**src/rtl/cfgl_pkg.sv**
```systemverilog
package cfgl_pkg;
  localparam int CFGL_ADDR_W  = 2;
  localparam int CFGL_CODE_W  = 14;
  localparam int CFGL_FUNC_W  = 6;
  localparam int CFGL_FRAME_W = CFGL_ADDR_W + CFGL_CODE_W + CFGL_FUNC_W;

  typedef enum logic {
    BAND_AM = 1'b0,
    BAND_FM = 1'b1
  } band_e;

  // Index of each bus line inside the synchroniser vector
  localparam int LINE_CLK  = 0;
  localparam int LINE_DATA = 1;
  localparam int LINE_EN   = 2;
  localparam int LINES     = 3;
endpackage

```
**src/rtl/cfgl_sync.sv**
```systemverilog
module cfgl_sync #(
  parameter int           W      = 3,
  parameter int           STAGES = 2,
  parameter logic [W-1:0] INIT   = '0
) (
  input  logic         clk,
  input  logic         rst_n,
  input  logic [W-1:0] async_i,
  output logic [W-1:0] lvl_o,
  output logic [W-1:0] rise_o,
  output logic [W-1:0] fall_o
);
  logic [STAGES-1:0][W-1:0] stg_q;
  logic [W-1:0]             prev_q;

  always_ff @(posedge clk or negedge rst_n) begin
    if (!rst_n) begin
      for (int s = 0; s < STAGES; s++) stg_q[s] <= INIT;
      prev_q <= INIT;
    end else begin
      stg_q[0] <= async_i;
      for (int s = 1; s < STAGES; s++) stg_q[s] <= stg_q[s-1];
      prev_q <= stg_q[STAGES-1];
    end
  end

  assign lvl_o  = stg_q[STAGES-1];
  assign rise_o = stg_q[STAGES-1] & ~prev_q;
  assign fall_o = ~stg_q[STAGES-1] & prev_q;
endmodule

```
**src/rtl/cfgl_shifter.sv**
```systemverilog
module cfgl_shifter #(
  parameter int FRAME_W = 22,
  localparam int CNT_W  = $clog2(FRAME_W + 2)
) (
  input  logic               clk,
  input  logic               rst_n,
  input  logic               restart_i,
  input  logic               shift_i,
  input  logic               din_i,
  output logic [FRAME_W-1:0] frame_o,
  output logic [CNT_W-1:0]   cnt_o
);
  localparam logic [CNT_W-1:0] CNT_SAT = CNT_W'(FRAME_W + 1);

  logic [FRAME_W-1:0] sr_q;
  logic [CNT_W-1:0]   cnt_q;

  always_ff @(posedge clk or negedge rst_n) begin
    if (!rst_n) begin
      sr_q  <= '0;
      cnt_q <= '0;
    end else if (restart_i) begin
      cnt_q <= '0;
    end else if (shift_i) begin
      sr_q <= {sr_q[FRAME_W-2:0], din_i};
      if (cnt_q != CNT_SAT) cnt_q <= cnt_q + 1'b1;
    end
  end

  assign frame_o = sr_q;
  assign cnt_o   = cnt_q;
endmodule

```
**src/rtl/cfgl_latch.sv**
```systemverilog
module cfgl_latch #(
  parameter int                  ADDR_W   = 2,
  parameter int                  CODE_W   = 14,
  parameter int                  FUNC_W   = 6,
  parameter logic [ADDR_W-1:0]   DEV_ADDR = '0,
  localparam int FRAME_W = ADDR_W + CODE_W + FUNC_W,
  localparam int CNT_W   = $clog2(FRAME_W + 2)
) (
  input  logic               clk,
  input  logic               rst_n,
  input  logic               commit_i,
  input  logic [FRAME_W-1:0] frame_i,
  input  logic [CNT_W-1:0]   cnt_i,
  output logic [CODE_W-1:0]  code_o,
  output logic [FUNC_W-1:0]  func_o,
  output logic               upd_o
);
  logic [ADDR_W-1:0] addr_f;
  logic [CODE_W-1:0] code_f;
  logic [FUNC_W-1:0] func_f;
  logic              accept;

  assign addr_f = frame_i[FRAME_W-1 -: ADDR_W];
  assign code_f = frame_i[FUNC_W +: CODE_W];
  assign func_f = frame_i[FUNC_W-1:0];
  assign accept = commit_i && (cnt_i == CNT_W'(FRAME_W)) && (addr_f == DEV_ADDR);

  always_ff @(posedge clk or negedge rst_n) begin
    if (!rst_n) begin
      code_o <= '0;
      func_o <= '0;
      upd_o  <= 1'b0;
    end else begin
      upd_o <= accept;
      if (accept) begin
        code_o <= code_f;
        func_o <= func_f;
      end
    end
  end
endmodule

```
**src/rtl/serial_cfg_loader.sv**
```systemverilog
module serial_cfg_loader
  import cfgl_pkg::*;
#(
  parameter int                ADDR_W      = CFGL_ADDR_W,
  parameter int                CODE_W      = CFGL_CODE_W,
  parameter int                FUNC_W      = CFGL_FUNC_W,
  parameter logic [ADDR_W-1:0] DEV_ADDR    = 2'b10,
  parameter int                SYNC_STAGES = 2,
  parameter int                BAND_IDX    = 2,
  localparam int FRAME_W = ADDR_W + CODE_W + FUNC_W,
  localparam int CNT_W   = $clog2(FRAME_W + 2)
) (
  input  logic              clk,
  input  logic              rst_n,
  input  logic              bus_clk_i,
  input  logic              bus_data_i,
  input  logic              bus_en_i,
  output logic [CODE_W-1:0] div_code_o,
  output logic [FUNC_W-1:0] func_o,
  output logic              band_fm_o,
  output logic              updated_o
);
  // Enable idles high; reset its synchroniser there so that no edge is seen
  localparam logic [LINES-1:0] SYNC_INIT = LINES'(1) << LINE_EN;

  logic [LINES-1:0]   raw, lvl, rise, fall;
  logic [FRAME_W-1:0] frame_q;
  logic [CNT_W-1:0]   bit_cnt;
  logic               shift_go;
  band_e              band;

  assign raw[LINE_CLK]  = bus_clk_i;
  assign raw[LINE_DATA] = bus_data_i;
  assign raw[LINE_EN]   = bus_en_i;

  cfgl_sync #(.W(LINES), .STAGES(SYNC_STAGES), .INIT(SYNC_INIT)) u_sync (
    .clk(clk), .rst_n(rst_n), .async_i(raw),
    .lvl_o(lvl), .rise_o(rise), .fall_o(fall)
  );

  assign shift_go = rise[LINE_CLK] & ~lvl[LINE_EN];

  cfgl_shifter #(.FRAME_W(FRAME_W)) u_shift (
    .clk(clk), .rst_n(rst_n),
    .restart_i(fall[LINE_EN]), .shift_i(shift_go), .din_i(lvl[LINE_DATA]),
    .frame_o(frame_q), .cnt_o(bit_cnt)
  );

  cfgl_latch #(.ADDR_W(ADDR_W), .CODE_W(CODE_W), .FUNC_W(FUNC_W), .DEV_ADDR(DEV_ADDR)) u_latch (
    .clk(clk), .rst_n(rst_n),
    .commit_i(rise[LINE_EN]), .frame_i(frame_q), .cnt_i(bit_cnt),
    .code_o(div_code_o), .func_o(func_o), .upd_o(updated_o)
  );

  assign band      = band_e'(func_o[BAND_IDX]);
  assign band_fm_o = (band == BAND_FM);
endmodule

```
**config.mk**
```make
export PLATFORM = sky130hd
export DESIGN_NAME = serial_cfg_loader
export DESIGN_NICKNAME = d
export VERILOG_FILES = /design/src/rtl/cfgl_pkg.sv /design/src/rtl/cfgl_sync.sv /design/src/rtl/cfgl_shifter.sv /design/src/rtl/cfgl_latch.sv /design/src/rtl/serial_cfg_loader.sv
export SDC_FILE = /design/constraint.sdc
export NUM_CORES = 1
export LEC_CHECK = 0
export BUFFER_PORTS_ARGS = -buffer_cell sky130_fd_sc_hd__buf_2
export CAP_MARGIN = 10
export CORE_MARGIN = 4
export CORE_UTILIZATION = 50
export DETAILED_ROUTE_END_ITERATION = 12
export PLACE_DENSITY_LB_ADDON = 0.05
export SKIP_CTS_REPAIR_TIMING = 1
export SLEW_MARGIN = 20
export SYNTH_ARGS = -nofsm -noshare
export SYNTH_HDL_FRONTEND = slang
export SYNTH_SLANG_ARGS = --single-unit
```
**constraint.sdc**
```tcl
create_clock -name clk -period 5 [get_ports clk]
set_input_delay 0.5 -clock clk [delete_from_list [all_inputs] [get_ports clk]]
set_output_delay 0.5 -clock clk [all_outputs]
set_load 0.01 [all_outputs]
```
* Word-level counts from Yosys, hierarchy flattened
Cells that the tools add are included.
Storage, ports and cells: output and inout bits 22, bits in registers 57, input bits 5
Cells by class: bitwise operators 7, eq/ne operators 3, reduce and logical (&&, ||, !) cells 6, add/subtract/negate cells 1, muxes and demuxes 3
Operator list (number):
- 5-bit 2-to-1 mux | 3
- 3-bit bitwise AND | 2
- 3-bit inverter | 2
- 5-bit by 1-bit adder with 5-bit output (second input constant) | 1
- 5-bit == test (second input constant) | 1
- 5-bit != test (second input constant) | 1
- 2-bit AND reduction | 2
- 2-bit nonzero test | 2
- 2-bit == test (second input constant) | 1
- 1-bit logical AND | 2
- 1-bit inverter | 2
- 1-bit bitwise AND | 1

* Depth between registers and ports, before layout
word-level depth 5, depth in mapped cells 6, depth with buffers taken out 5

* Cells and area by module
From an unflattened synthesis, not the netlist that was laid out.
Second synthesis, totals: cells, all modules 138, area total of the unflattened synthesis 2215.9 um2
By module, submodules not included:
- cfgl_shifter | seq. area each 675.6 um2, instances 1, area each 1091.0 um2, cells each 72
- cfgl_latch | seq. area each 525.5 um2, instances 1, area each 799.5 um2, cells each 46
- cfgl_sync | seq. area each 229.0 um2, instances 1, area each 304.0 um2, cells each 18
- serial_cfg_loader | seq. area each 0.0 um2, instances 1, area each 21.3 um2, cells each 2

* Least setup slack after synthesis
No wires, ideal clock.
path kind flip-flop to flip-flop, start point register u_sync.prev_q[0], end point register u_shift.sr_q[18], in the netlist u_shift.frame_o[18], data required time 4.875 ns, clock period less this slack 1.632 ns, setup time 0.125 ns, data arrival time 1.507 ns, path buffers 2, path slack 3.368 ns, cell stages (with the launch flop) 6, path through dfrtp_1 -> or3b_1 -> buf_2 -> nor2_2 -> buf_4 -> mux2_2
Between the ends: word-level cells in the longest chain between the ends 4
Ends and longest elaborated chain:
- from (decl) | RTL line cfgl_sync.sv:14 | logic [W-1:0] prev_q;
- from (signal assigned) | RTL line cfgl_sync.sv:23 | prev_q <= stg_q[STAGES-1];
- 3-bit inverter | RTL line cfgl_sync.sv:28 | assign rise_o = stg_q[STAGES-1] & ~prev_q;
- 3-bit bitwise AND | RTL line cfgl_sync.sv:28
- 1-bit bitwise AND | RTL line serial_cfg_loader.sv:41 | assign shift_go = rise[LINE_CLK] & ~lvl[LINE_EN];
- 2-bit AND reduction (no source line)
- to (signal assigned) | RTL line cfgl_shifter.sv:25 | sr_q <= {sr_q[FRAME_W-2:0], din_i};
- to (decl) | RTL line cfgl_shifter.sv:15 | logic [FRAME_W-1:0] sr_q;
No other way between the ends. A chain may end at the register's enable or synchronous reset.

* Worst setup path after layout
start point register u_shift.cnt_q[3], in the netlist u_shift.cnt_o[3], end point register u_latch.code_o[7]
Between the ends: word-level cells in the longest chain between the ends 3
Ends and longest elaborated chain:
- from (decl) | RTL line cfgl_shifter.sv:16 | logic [CNT_W-1:0] cnt_q;
- from (signal assigned) | RTL line cfgl_shifter.sv:26 | if (cnt_q != CNT_SAT) cnt_q <= cnt_q + 1'b1;
- 5-bit == test | RTL line cfgl_latch.sv:26 | assign accept = commit_i && (cnt_i == CNT_W'(FRAME_W)) && (addr_f == DEV_ADDR);
- 1-bit logical AND (2 in a row) | RTL line cfgl_latch.sv:26
- to (signal assigned) | RTL line cfgl_latch.sv:36 | code_o <= code_f;
- to (decl) | RTL line cfgl_latch.sv:14 | output logic [CODE_W-1:0] code_o,
No other way between the ends.

==> flow_summary.ini <==
[worst_setup_path]
path_class = flip-flop to flip-flop
slowest_stage = nor4_2
path_buf_inv = 1
start_kind = flip-flop
regToRegSetupSlack_ns = 2.62
cp_cell_sequence = nand3b_1 > nor4_2 > buf_4 > mux2_2
crit_required_ns = 5.20
crit_family = simple AND/OR/NAND/NOR gates
max_stage_delay_ns = 0.91
worstSetupEndpointType = flip-flop
rr_startpoint = u_shift.cnt_o[3]$_DFFE_PN0P_
worstReg2RegEnd = u_latch.code_o[7]$_DFFE_PN0P_
reg2regPathDepth = 4
path_max_fanout = 12
cp.arrival_ns = 2.57

[drt]
wl_um = 3250
first_pass_iters = 4
wire_per_inst_um = 15.1
ant_nets = 0
drc = 0
viasPerCell = 5.33
num_vias = 1146
drt-initial-drc-count = 65

[logic_synthesis]
ys_seq_elements = 56
synth.avg_cell_area_um2 = 15.7
yosysTopAreaCellShare_pct = 62.5
synth-edff-count = 0
yosysSeqAreaShare_pct = 66.2
yosys-top-cells-area = dfrtp_1, mux2_2, dfstp_2
syn_inst = 135
synth_flop_cell = dfrtp_1
async_flop_share_pct = 100
synth_top_area_cell = dfrtp_1
netlist_area_um2 = 2120
synth_nets = 142
yosysWarnings = 0
ys_types = 26

[timing]
skew_ns = 0.00351
finalHoldViolCount = 0
timing.slew.headroom_pct = 30.3
clock.fmax_ghz = 0.421
whs_ns = 0.286
fin_crit_sh_pct = 47.5
period_minus_slack_ns = 2.38
finalWorstSetupSlack_ns = 2.62
rsz0062_at_grt = false
setup_viol = 0
setup_tns_ns = 0
drv_slew = 0
tightest_slew_ns = 1.04

[placement]
place_inst = 207
place_area_um2 = 2300
io_buffer_count = 26
gp_congestion = 0.746
post-dp-hpwl_um = 2170
pre_cts_ws_ns = 2.63

[final_layout]
area_growth_pct = 14.5
layout-drive-gt1-share_pct = 47.9
instances_no_fill = 215
final_cell_mix = dfrtp_1, mux2_2, buf_2, clkbuf_8, mux2_1
fin_nets = 171
fin_util_pct = 59.9
finalInstanceArea_um2 = 2430
diodes = 0
final_common_cell = dfrtp_1

[global_route]
grt-ovfl-total = 0
antenna_found_initial = 0
grt_pass1_wl_um = 5880
grt_pass1_vias = 1214
grt_max_degree = 57
grt.total_usage_pct = 14.6

[die]
dieArea_um2 = 5350
start_util_pct = 52.3
chipHeight_um = 73.2
rows = 23
die_w_um = 73.2
coreArea_um2 = 4060
pin_count = 27

[clock_tree]
clockBufferDepth = 2
cts.clk_slew.worst_paths_ns = 0.09
clockRootBuffer = clkbuf_8
h-tree-depth = 2
clk-insertion-delay-late_ns = 0.30
cts_tree = done
clkSinkCount = 56
cts_buffers = 5

[run]
max_cap_violations = 0

[power]
total_power_mw = 0.836
cellPowerDensity_nw_per_um2 = 344
ir_worst_vdd_v = 0.000209
p_leak_nw = 1.25

[min_path]
hold_path_class = input pin to flip-flop
worstHoldEndpoint = u_sync.stg_q[2]$_DFF_PN1_
holdPathStages = 1
hp-start = bus_en_i

[status]
status = complete, no violations
[how the worst max path moves through the flow]
stage / start / endpoint / slack, ns / cells after the start
4_1_cts: u_shift.cnt_o[3]$_DFFE_PN0P_ / u_latch.code_o[7]$_DFFE_PN0P_ / 2.61 / 4
2_1_floorplan: u_sync.prev_q[0]$_DFF_PN0_ / u_shift.frame_o[18]$_DFFE_PN0P_ / 3.37 / 5
5_1_grt: u_shift.cnt_o[3]$_DFFE_PN0P_ / u_latch.code_o[13]$_DFFE_PN0P_ / 2.46 / 4
3_5_place_dp: u_shift.cnt_o[3]$_DFFE_PN0P_ / u_latch.code_o[7]$_DFFE_PN0P_ / 2.63 / 4
6_report: u_shift.cnt_o[3]$_DFFE_PN0P_ / u_latch.code_o[7]$_DFFE_PN0P_ / 2.62 / 4
3_3_place_gp: u_shift.cnt_o[3]$_DFFE_PN0P_ / u_latch.code_o[9]$_DFFE_PN0P_ / 2.70 / 4
[flip-flops by register name (all words and copies together) (netlist names)]
signal           cells
u_latch.code_o      14
u_latch.func_o       6
u_latch.upd_o        1
u_shift.cnt_o        5
u_shift.frame_o     22
u_sync.lvl_o         3
u_sync.prev_q        2
u_sync.stg_q         3
[power by group]
group          internal [mW]  total (mW)  switching [mW]
registers              0.474       0.488          0.0142
clock network          0.177       0.314           0.137
logic                 0.0171      0.0342          0.0171
total                  0.668       0.836           0.169
[synth_stat cells (2+ instances only)]
library cell	number
a21oi_1	4
o21ai_0	4
nand3_1	2
or3_1	3
mux2_1	5
dfstp_2	3
buf_2	3
inv_1	2
mux2_2	37
ha_1	2
buf_4	3
dfrtp_1	53
[layout make-up]
cell class,instances,area (µm²)
Fill cell,324,1630
Sequential cell,56,1410
Multi-Input combinational cell,71,684
Timing Repair Buffer,28,145
Clock buffer,7,96.3
Tap cell,50,62.6
Clock inverter,1,30.0
Inverter,2,7.51
[logic make-up (layout without fill, tap and decap cells)]
logic type | Yosys count | after routing | synth area share [%]
buf+inv | 8 | 38 | 2.12
flops | 56 | 56 | 66.2
fa+ha+maj | 2 | 2 | 1.18
compound gates | 10 | 10 | 2.53
mux | 42 | 42 | 22.3
simple gates | 17 | 17 | 5.72
[metal layers]
layer | vias to the layer above | wire [µm] | global-route usage [%]
met5 | - | 0 | 0
met4 | 0 | 72 | 8.20
met3 | 7 | 115 | 3.44
met2 | 20 | 1540 | 21.6
met1 | 579 | 1530 | 19.7
li1 | 540 | - | -
[worst register-to-register path: cells and delay by family, from the launching register on]
family,cells,cell delay [ns]
DFF,1,0.41
and+or+nand+nor,2,1.14
muxes,1,0.36
buffers and inverters,1,0.36
No activity file was read; power rests on OpenSTA's default activity.
